==> config.mk <==
export PLATFORM = sky130hd
export DESIGN_NAME = uart_req_ctrl
export DESIGN_NICKNAME = d
export VERILOG_FILES = /design/src/rtl/uart_req_pkg.sv /design/src/rtl/uart_req_ctl.sv /design/src/rtl/uart_req_dp.sv /design/src/rtl/uart_req_ctrl.sv
export SDC_FILE = /design/constraint.sdc
export NUM_CORES = 1
export LEC_CHECK = 0
export ABC_AREA = 1
export ABC_CLOCK_PERIOD_IN_PS = 1200
export CAP_MARGIN = 10
export CORE_AREA = 2 2 39 41
export DETAILED_ROUTE_END_ITERATION = 10
export DIE_AREA = 0 0 41 43
export GPL_ROUTABILITY_DRIVEN = 0
export GPL_TIMING_DRIVEN = 0
export SYNTH_ARGS = -nofsm -noshare
export SYNTH_HDL_FRONTEND = slang
export SYNTH_HIERARCHICAL = 1
export SYNTH_SLANG_ARGS = --single-unit
export TNS_END_PERCENT = 10
==> constraint.sdc <==
create_clock -name clk -period 1.2 [get_ports clk]
set_input_delay 0.18 -clock clk [delete_from_list [all_inputs] [get_ports clk]]
set_output_delay 0.18 -clock clk [all_outputs]
set_load 0.01 [all_outputs]
==> src/rtl/uart_req_pkg.sv <==
package uart_req_pkg;
  localparam int CH_NUM = 2;
  localparam int CH_TX  = 0;
  localparam int CH_RX  = 1;
  localparam int SRC_NUM = CH_NUM + 1;

  typedef struct packed {
    logic [CH_NUM-1:0]  setReq;
    logic [CH_NUM-1:0]  clrReq;
    logic [SRC_NUM-1:0] irqSrc;
  } reqStrobe_t;
endpackage

==> src/rtl/uart_req_ctl.sv <==
module uart_req_ctl
  import uart_req_pkg::*;
#(
  parameter int ERR_W = 3
) (
  input  logic                  clk,
  input  logic                  rst_n,
  input  logic [CH_NUM-1:0]     flag,
  input  logic [CH_NUM-1:0]     dmaEn,
  input  logic [CH_NUM-1:0]     irqEn,
  input  logic [CH_NUM-1:0]     dmaAck,
  input  logic [ERR_W-1:0]      rxErr,
  input  logic                  errIrqEn,
  output reqStrobe_t            strb
);
  logic [CH_NUM-1:0] prevFlag;
  logic [CH_NUM-1:0] flagRise;

  for (genvar ch = 0; ch < CH_NUM; ch++) begin : g_ch
    // previous-value register; tracks the live flag during reset too
    always_ff @(posedge clk) begin
      if (!rst_n) prevFlag[ch] <= flag[ch];
      else        prevFlag[ch] <= flag[ch];
    end

    assign flagRise[ch]    = flag[ch] & ~prevFlag[ch];
    assign strb.setReq[ch] = flagRise[ch] & dmaEn[ch];
    assign strb.clrReq[ch] = dmaAck[ch];
    // DMA on this side overrides the interrupt enable
    assign strb.irqSrc[ch] = flag[ch] & irqEn[ch] & ~dmaEn[ch];
  end

  assign strb.irqSrc[CH_NUM] = (|rxErr) & errIrqEn;
endmodule

==> src/rtl/uart_req_dp.sv <==
module uart_req_dp
  import uart_req_pkg::*;
(
  input  logic              clk,
  input  logic              rst_n,
  input  reqStrobe_t        strb,
  output logic [CH_NUM-1:0] dmaReq,
  output logic              irqOut
);
  for (genvar ch = 0; ch < CH_NUM; ch++) begin : g_req
    always_ff @(posedge clk) begin
      if (!rst_n)                 dmaReq[ch] <= 1'b0;
      else if (strb.setReq[ch])   dmaReq[ch] <= 1'b1;  // new edge beats ack
      else if (strb.clrReq[ch])   dmaReq[ch] <= 1'b0;
    end
  end

  always_ff @(posedge clk) begin
    if (!rst_n) irqOut <= 1'b0;
    else        irqOut <= |strb.irqSrc;
  end
endmodule

==> src/rtl/uart_req_ctrl.sv <==
module uart_req_ctrl
  import uart_req_pkg::*;
#(
  parameter int ERR_W = 3
) (
  input  logic             clk,
  input  logic             rst_n,
  input  logic             txEmpty,
  input  logic             rxFull,
  input  logic [ERR_W-1:0] rxErr,
  input  logic             txDmaEn,
  input  logic             rxDmaEn,
  input  logic             txIrqEn,
  input  logic             rxIrqEn,
  input  logic             errIrqEn,
  input  logic             txDmaAck,
  input  logic             rxDmaAck,
  output logic             txDmaReq,
  output logic             rxDmaReq,
  output logic             irqOut
);
  reqStrobe_t        strb;
  logic [CH_NUM-1:0] flagVec, dmaEnVec, irqEnVec, ackVec, reqVec;

  assign flagVec[CH_TX]  = txEmpty;
  assign flagVec[CH_RX]  = rxFull;
  assign dmaEnVec[CH_TX] = txDmaEn;
  assign dmaEnVec[CH_RX] = rxDmaEn;
  assign irqEnVec[CH_TX] = txIrqEn;
  assign irqEnVec[CH_RX] = rxIrqEn;
  assign ackVec[CH_TX]   = txDmaAck;
  assign ackVec[CH_RX]   = rxDmaAck;

  uart_req_ctl #(.ERR_W(ERR_W)) u_ctl (
    .clk      (clk),
    .rst_n    (rst_n),
    .flag     (flagVec),
    .dmaEn    (dmaEnVec),
    .irqEn    (irqEnVec),
    .dmaAck   (ackVec),
    .rxErr    (rxErr),
    .errIrqEn (errIrqEn),
    .strb     (strb)
  );

  uart_req_dp u_dp (
    .clk    (clk),
    .rst_n  (rst_n),
    .strb   (strb),
    .dmaReq (reqVec),
    .irqOut (irqOut)
  );

  assign txDmaReq = reqVec[CH_TX];
  assign rxDmaReq = reqVec[CH_RX];
endmodule

==> metrics.csv, run 1 <==
stage;metric;value;unit
clock_network;CTS clk-pin slew, worst paths;0.04;ns
clock_network;CTS sink count;5;
setup_path;critical path, cell by cell;dlygate4sd2_1;
placement;I/O Buffers;14;
timing;RSZ-0062 raised after global routing;false;
routing;DR vias/cell;3.446;
setup_path;Largest stage delay, worst path;0.31;ns
finish;layout overhead on the synthesized area;86.90;%
clock_network;CTS tree;yes;
routing;routed vias;224;
finish;Filler Cells Inserted;162;
synthesis;Mapped Area;210.2;sq um
timing;clk_skew;0.00007566;ns
synthesis;post-synth cell types;6;
finish;area of the multi-input gates;65.06;sq um
timing;Slew @ Worst Pin;0.1237;ns
setup_path;type of origin of the critical path;flip-flop;
min_path;hold depth;4;
power;Power Dens Cells;1109;nW/um^2
finish;layout cells sized above 1;0.1020;
synthesis;sequential fraction of the synthesis area;0.4762;
setup_path;arrival time at the worst endpoint;0.81;ns
timing;setup_tns;0;ns
global_route;grt ovf;0;
global_route;Total GRT Usage;0.05924;
global_route;first-pass GRT wire length;593;microns
power;VDD IR max;0.2795;mV
routing;DR WL/cell;5.954;microns
clock_network;H-tree depth;1;
floorplan;full die area;1763;sq um
clock_network;clock root buffer;clkbuf_4;
global_route;initial antenna violation count;0;
clock_network;clk_lat worst skew;0.23;ns
setup_path;RR Endpoint;u_dp/dmaReq[0];
setup_path;Critical Path End Type;output port;
routing;drt pass-1 iters;1;
timing;number of hold violations in the final report;0;
min_path;worst hold path endpoint;u_dp/dmaReq[1];
timing;minimum clock period;0.9936;ns
setup_path;Max FO, Critical Path;2;
placement;placed instance area;370.4;sq um
setup_path;launching point of the worst reg2reg path;u_ctl/prevFlag[0];
routing;DRT iter0 DRCs;0;
synthesis;#FFs+latches synth;5;
floorplan;Ports;17;
setup_path;critical path class;flip-flop to output port;
synthesis;YS warnings;6;
setup_path;Top Family by Delay on Critical Path;flip-flops;
routing;Residual DRC;0;
synthesis;Syn Area/Cell;6.781;sq um
setup_path;R2R Setup Slk;0.58;ns
setup_path;worst reg-to-reg path cell count;3;
timing;Worst slew margin;0.9176;
finish;post-route insts no fill;65;
synthesis;Syn Inst Count;31;
global_route;largest net degree at the start of global routing;4;
synthesis;synthesized net count;45;
floorplan;die width;41;microns
clock_network;Clock Tree Buf Depth;2;
job;max cap viols;0;
floorplan;initial core utilization;0.1519;
placement;cell count after placement;61;
timing;final cycle utilization of the critical path;0.8280;
clock_network;TritonCTS Buffers;3;
routing;routed wire length;387;microns
timing;Fmax;1.006;GHz
run_status;outcome;finished clean;
power;Lkg Pwr;0.1907;nW
finish;post-route cell area;392.9;sq um
timing;Slew Limit Fails;0;
min_path;worst hold start;rxDmaAck;
global_route;number of global-route vias before repair;180;
finish;n_diodes;0;
floorplan;row cnt;14;
placement;Final HPWL DP;339.5;microns
floorplan;core area;1384;sq um
finish;NumNets Final;64;
floorplan;Die Ht;43;microns
setup_path;Worst path slowest cell;dfxtp_1;
setup_path;Worst Path Required;1.02;ns
routing;Final ANT Viol Nets;0;
setup_path;Worst Path Buf+Inv;1;
min_path;worst min path class;primary input to flip-flop;
timing;final setup vio count;0;
finish;Reg area;100.1;sq um
==> Yosys cell counts <==
cell	number	area share
a21oi_1	4	0.095
buf_4	2	0.071
nand2_1	6	0.11
nor2_1	6	0.11
dfxtp_1	5	0.48
inv_1	8	0.14
==> power by group <==
| group | leakage, nW | internal (mW) | switching, mW |
|---|---|---|---|
| Combinational | 0.134 | 0.0471 | 0.0208 |
| Sequential | 0.0416 | 0.175 | 0.00217 |
| Clock | 0.0150 | 0.125 | 0.0645 |
| Total | 0.191 | 0.348 | 0.0875 |
==> sequential cells by signal, indices dropped and copies added (netlist names) <==
register / flops
u_ctl/prevFlag: 2
u_dp/irqOut: 1
u_dp/dmaReq: 2
==> per-stage QoR <==
step | power [mW] | util | worst slack [ns] | hold slack (ns)
4_1_cts | 0.4449 | 0.2839 | 0.1917 | 0.1866
5_1_grt | 0.4572 | 0.2839 | 0.1565 | 0.2084
2_1_floorplan | 0.2036 | - | 0.6221 | 0.2077
3_3_place_gp | 0.2522 | 0.2676 | 0.1417 | 0.4335
3_5_place_dp | 0.2534 | 0.2676 | 0.1299 | 0.4390
6_report | 0.4356 | 0.2839 | 0.2064 | 0.1907
==> worst max-delay path by stage <==
| stage | depth (start not counted) | startpoint | slack [ns] | to |
|---|---|---|---|---|
| CTS | 1 | u_dp/dmaReq[1] | 0.19 | rxDmaReq |
| global route | 1 | u_dp/dmaReq[1] | 0.16 | rxDmaReq |
| global placement | 5 | rxFull | 0.14 | u_dp/irqOut |
| floorplan | 2 | u_dp/dmaReq[0] | 0.62 | u_dp/dmaReq[0] |
| detailed placement | 5 | txEmpty | 0.13 | u_dp/dmaReq[0] |
| finish | 1 | u_dp/dmaReq[1] | 0.21 | rxDmaReq |
==> cells in the final DEF (no fill, tap or decap), drive strengths merged <==
master / instances
a21oi: 4
dfxtp: 5
buf: 2
nand2: 6
dlygate4sd2: 3
nor2: 6
inv: 8
clkdlybuf4s50: 11
clkbuf: 4
==> layout make-up <==
type / count / area share
Timing Repair Buffer: 14 / 0.3471
Sequential cell: 5 / 0.2548
Multi-Input combinational cell: 16 / 0.1656
Inverter: 8 / 0.07643
Clock buffer: 4 / 0.06688
Tap cell: 16 / 0.05096
Buffer: 2 / 0.03822
==> worst min-delay path, stage by stage <==
cell	delay, ns
buf_4	0.07
inv_1	0.03
nand2_1	0.05
a21oi_1	0.05
==> layer usage <==
layer  track usage  routed length (microns)  vias up
met3       0.04712                       57        2
met5             0                        0        -
met4       0.08000                       14        0
met2       0.07188                      180       13
li1              -                        -      122
met1       0.04823                      134       87
==> cell families after synthesis <==
logic type	after synthesis	share of synthesized area
buffers and inverters	10	0.2143
and+or+nand+nor	12	0.2143
DFF	5	0.4762
AOI/OAI and AO/OA	4	0.09524
==> repair_timing <==
item	4_1_cts	5_1_grt
gates resized for setup	3	0
hold buffers	0	0
endpoints found under the setup margin	3	0
setup buffers	0	0
No activity file was read; power rests on OpenSTA's default activity.
==> inputs of run 2 (changes only) <==
--- a/config.mk
+++ b/config.mk
@@ -6,7 +6,7 @@
 export NUM_CORES = 1
 export LEC_CHECK = 0
 export ABC_AREA = 1
-export ABC_CLOCK_PERIOD_IN_PS = 1200
+export ABC_CLOCK_PERIOD_IN_PS = 880
 export CAP_MARGIN = 10
 export CORE_AREA = 2 2 39 41
 export DETAILED_ROUTE_END_ITERATION = 10
==> constraint.sdc (replaced) <==
create_clock -name clk -period 0.88 [get_ports clk]
set_input_delay 0.132 -clock clk [delete_from_list [all_inputs] [get_ports clk]]
set_output_delay 0.132 -clock clk [all_outputs]
set_load 0.01 [all_outputs]
==> run 2 against run 1 <==
Setup slack worse by 0.14 ns; via count is the same; largest cell class unchanged; cell count stayed put; routed wire length rose by 1.6%; sequential cell count is the same; register-to-register slack got worse by 0.32 ns; total power is 36% higher; sequential power grew 36%.
==> metrics.csv, run 2 (synthesis results as in run 1) <==
stage;metric;value;unit;change
finish;layout cells sized above 1;0.1633;;+0.06122
floorplan;Ports;17;;unchanged
min_path;worst min path class;primary input to flip-flop;;
finish;commonest non-fill, non-tap cell in the layout;clkdlybuf4s50_1;;
floorplan;die width;41;microns;unchanged
run_status;outcome;finished clean;;
global_route;grt ovf;0;;unchanged
placement;cell count after placement;61;;unchanged
floorplan;full die area;1763;sq um;unchanged
timing;clk_skew;0.00007566;ns;unchanged
floorplan;initial core utilization;0.1519;;unchanged
power;Power, Total;592.3;uW;+36%
power;Power Dens Cells;1552;nW/um^2;+40%
clock_network;CTS tree;yes;;
global_route;initial antenna violation count;0;;unchanged
setup_path;critical path class;flip-flop to output port;;
timing;Worst slew margin;0.9176;;unchanged
timing;Fmax;1.235;GHz;
global_route;number of global-route vias before repair;180;;unchanged
power;Lkg Pwr;0.1839;nW;-3.6%
routing;DRT iter0 DRCs;0;;unchanged
setup_path;Top Family by Delay on Critical Path;flip-flops;;
global_route;first-pass GRT wire length;593;microns;unchanged
routing;DR vias/cell;3.446;;unchanged
job;max cap viols;0;;unchanged
placement;Final HPWL DP;339.5;microns;unchanged
setup_path;type of origin of the critical path;flip-flop;;
finish;NumNets Final;64;;unchanged
clock_network;clk_lat worst skew;0.23;ns;about the same
finish;Reg area;100.1;sq um;unchanged
routing;Final ANT Viol Nets;0;;unchanged
clock_network;H-tree depth;1;;unchanged
placement;worst slack, placed;-0.1421;ns;-0.2720 ns
setup_path;arrival time at the worst endpoint;0.68;ns;-0.13 ns
timing;Slew @ Worst Pin;0.1237;ns;unchanged
timing;worst setup margin;0.07059;ns;-0.1358 ns
floorplan;core area;1384;sq um;unchanged
setup_path;Worst path slowest cell;dfxtp_1;;
global_route;Total GRT Usage;0.05924;;unchanged
floorplan;row cnt;14;;unchanged
routing;drt pass-1 iters;1;;unchanged
setup_path;Worst Path Required;0.75;ns;-0.27 ns
finish;layout overhead on the synthesized area;81.55;%;
finish;leading cell types in the layout, fill and taps excluded;clkdlybuf4s50_1 (11), inv_1 (8), nand2_1 (6), nor2_1 (6), dfxtp_1 (5);;
finish;Top Registers;u_ctl/prevFlag: 2 flops, u_dp/dmaReq: 2 flops, u_dp/irqOut: 1 flops;;
setup_path;Worst Path Buf+Inv;1;;unchanged
clock_network;# hold bufs at CTS;0;;unchanged
setup_path;Max FO, Critical Path;2;;unchanged
timing;number of hold violations in the final report;0;;unchanged
timing;final setup vio count;0;;unchanged
clock_network;CTS clk-pin slew, worst paths;0.04;ns;about the same
timing;hold slack;0.1427;ns;-0.04800 ns
routing;DR WL/cell;6.046;microns;+1.6%
clock_network;TritonCTS Buffers;3;;unchanged
timing;RSZ-0062 raised after global routing;false;;
routing;routed vias;224;;unchanged
power;VDD IR max;0.3797;mV;+36%
finish;area of the multi-input gates;65.06;sq um;unchanged
placement;I/O Buffers;14;;unchanged
timing;minimum clock period;0.8094;ns;
setup_path;Critical Path End Type;output port;;
setup_path;Largest stage delay, worst path;0.31;ns;about the same
clock_network;Clock Tree Buf Depth;2;;unchanged
clock_network;clock root buffer;clkbuf_4;;
timing;final cycle utilization of the critical path;0.9198;;
floorplan;Die Ht;43;microns;unchanged
finish;post-route insts no fill;65;;unchanged
setup_path;critical path, cell by cell;buf_2;;
finish;Filler Cells Inserted;168;;+3.7%
global_route;largest net degree at the start of global routing;4;;unchanged
clock_network;CTS sink count;5;;unchanged
routing;routed wire length;393;microns;+1.6%
timing;Slew Limit Fails;0;;unchanged
routing;Residual DRC;0;;unchanged
finish;n_diodes;0;;unchanged
[run 2: changes by cell type in the layout (fill, tap and decap cells not counted)]
cell,delta
buf_2,+3
dlygate4sd2_1,-3
[run 2: routing by layer]
metal,global-route usage,part of all wire
met5,0,0
met2,0.07188,0.46
met1,0.04823,0.34
met3,0.04712,0.16
met4,0.08000,0.036
[run 2: area by class of cell]
class / instances / share of cell area
multi-input cells: 16 / 0.1705
clock buffers: 4 / 0.06885
inverters: 8 / 0.07869
flip-flops and latches: 5 / 0.2623
repair buffers: 14 / 0.3279
well taps: 16 / 0.05246
plain buffers: 2 / 0.03934
[run 2: per-stage QoR]
stage | instance area, sq um | utilization | TNS, ns
2_1_floorplan | 210.2 | - | 0
3_3_place_gp | 370.4 | 0.2676 | -0.5630
3_5_place_dp | 370.4 | 0.2676 | -0.6353
4_1_cts | 381.6 | 0.2758 | 0
5_1_grt | 381.6 | 0.2758 | 0
6_report | 381.6 | 0.2758 | 0
[run 2: report_power, final]
group          internal [mW]  leakage, nW  switching [mW]
logic                 0.0625        0.127          0.0285
clock network          0.171       0.0150          0.0880
registers              0.239       0.0416         0.00298
total                  0.473        0.184           0.119
[run 2: what timing repair did]
item | in CTS | in global routing
buffers inserted | 0 | 0
resized for setup | 12 | 0
setup endpoints to repair | 3 | 0
[run 2: final timing paths]
| kind | start | endpoint | slack [ns] | depth (start not counted) |
|---|---|---|---|---|
| setup / recovery | u_dp/dmaReq[1] | rxDmaReq | 0.07 | 1 |
| hold / removal | rxDmaAck | u_dp/dmaReq[1] | 0.14 | 4 |
| setup reg to reg | u_ctl/prevFlag[0] | u_dp/dmaReq[0] | 0.26 | 3 |
| hold reg to reg | u_dp/dmaReq[0] | u_dp/dmaReq[0] | 0.46 | 2 |
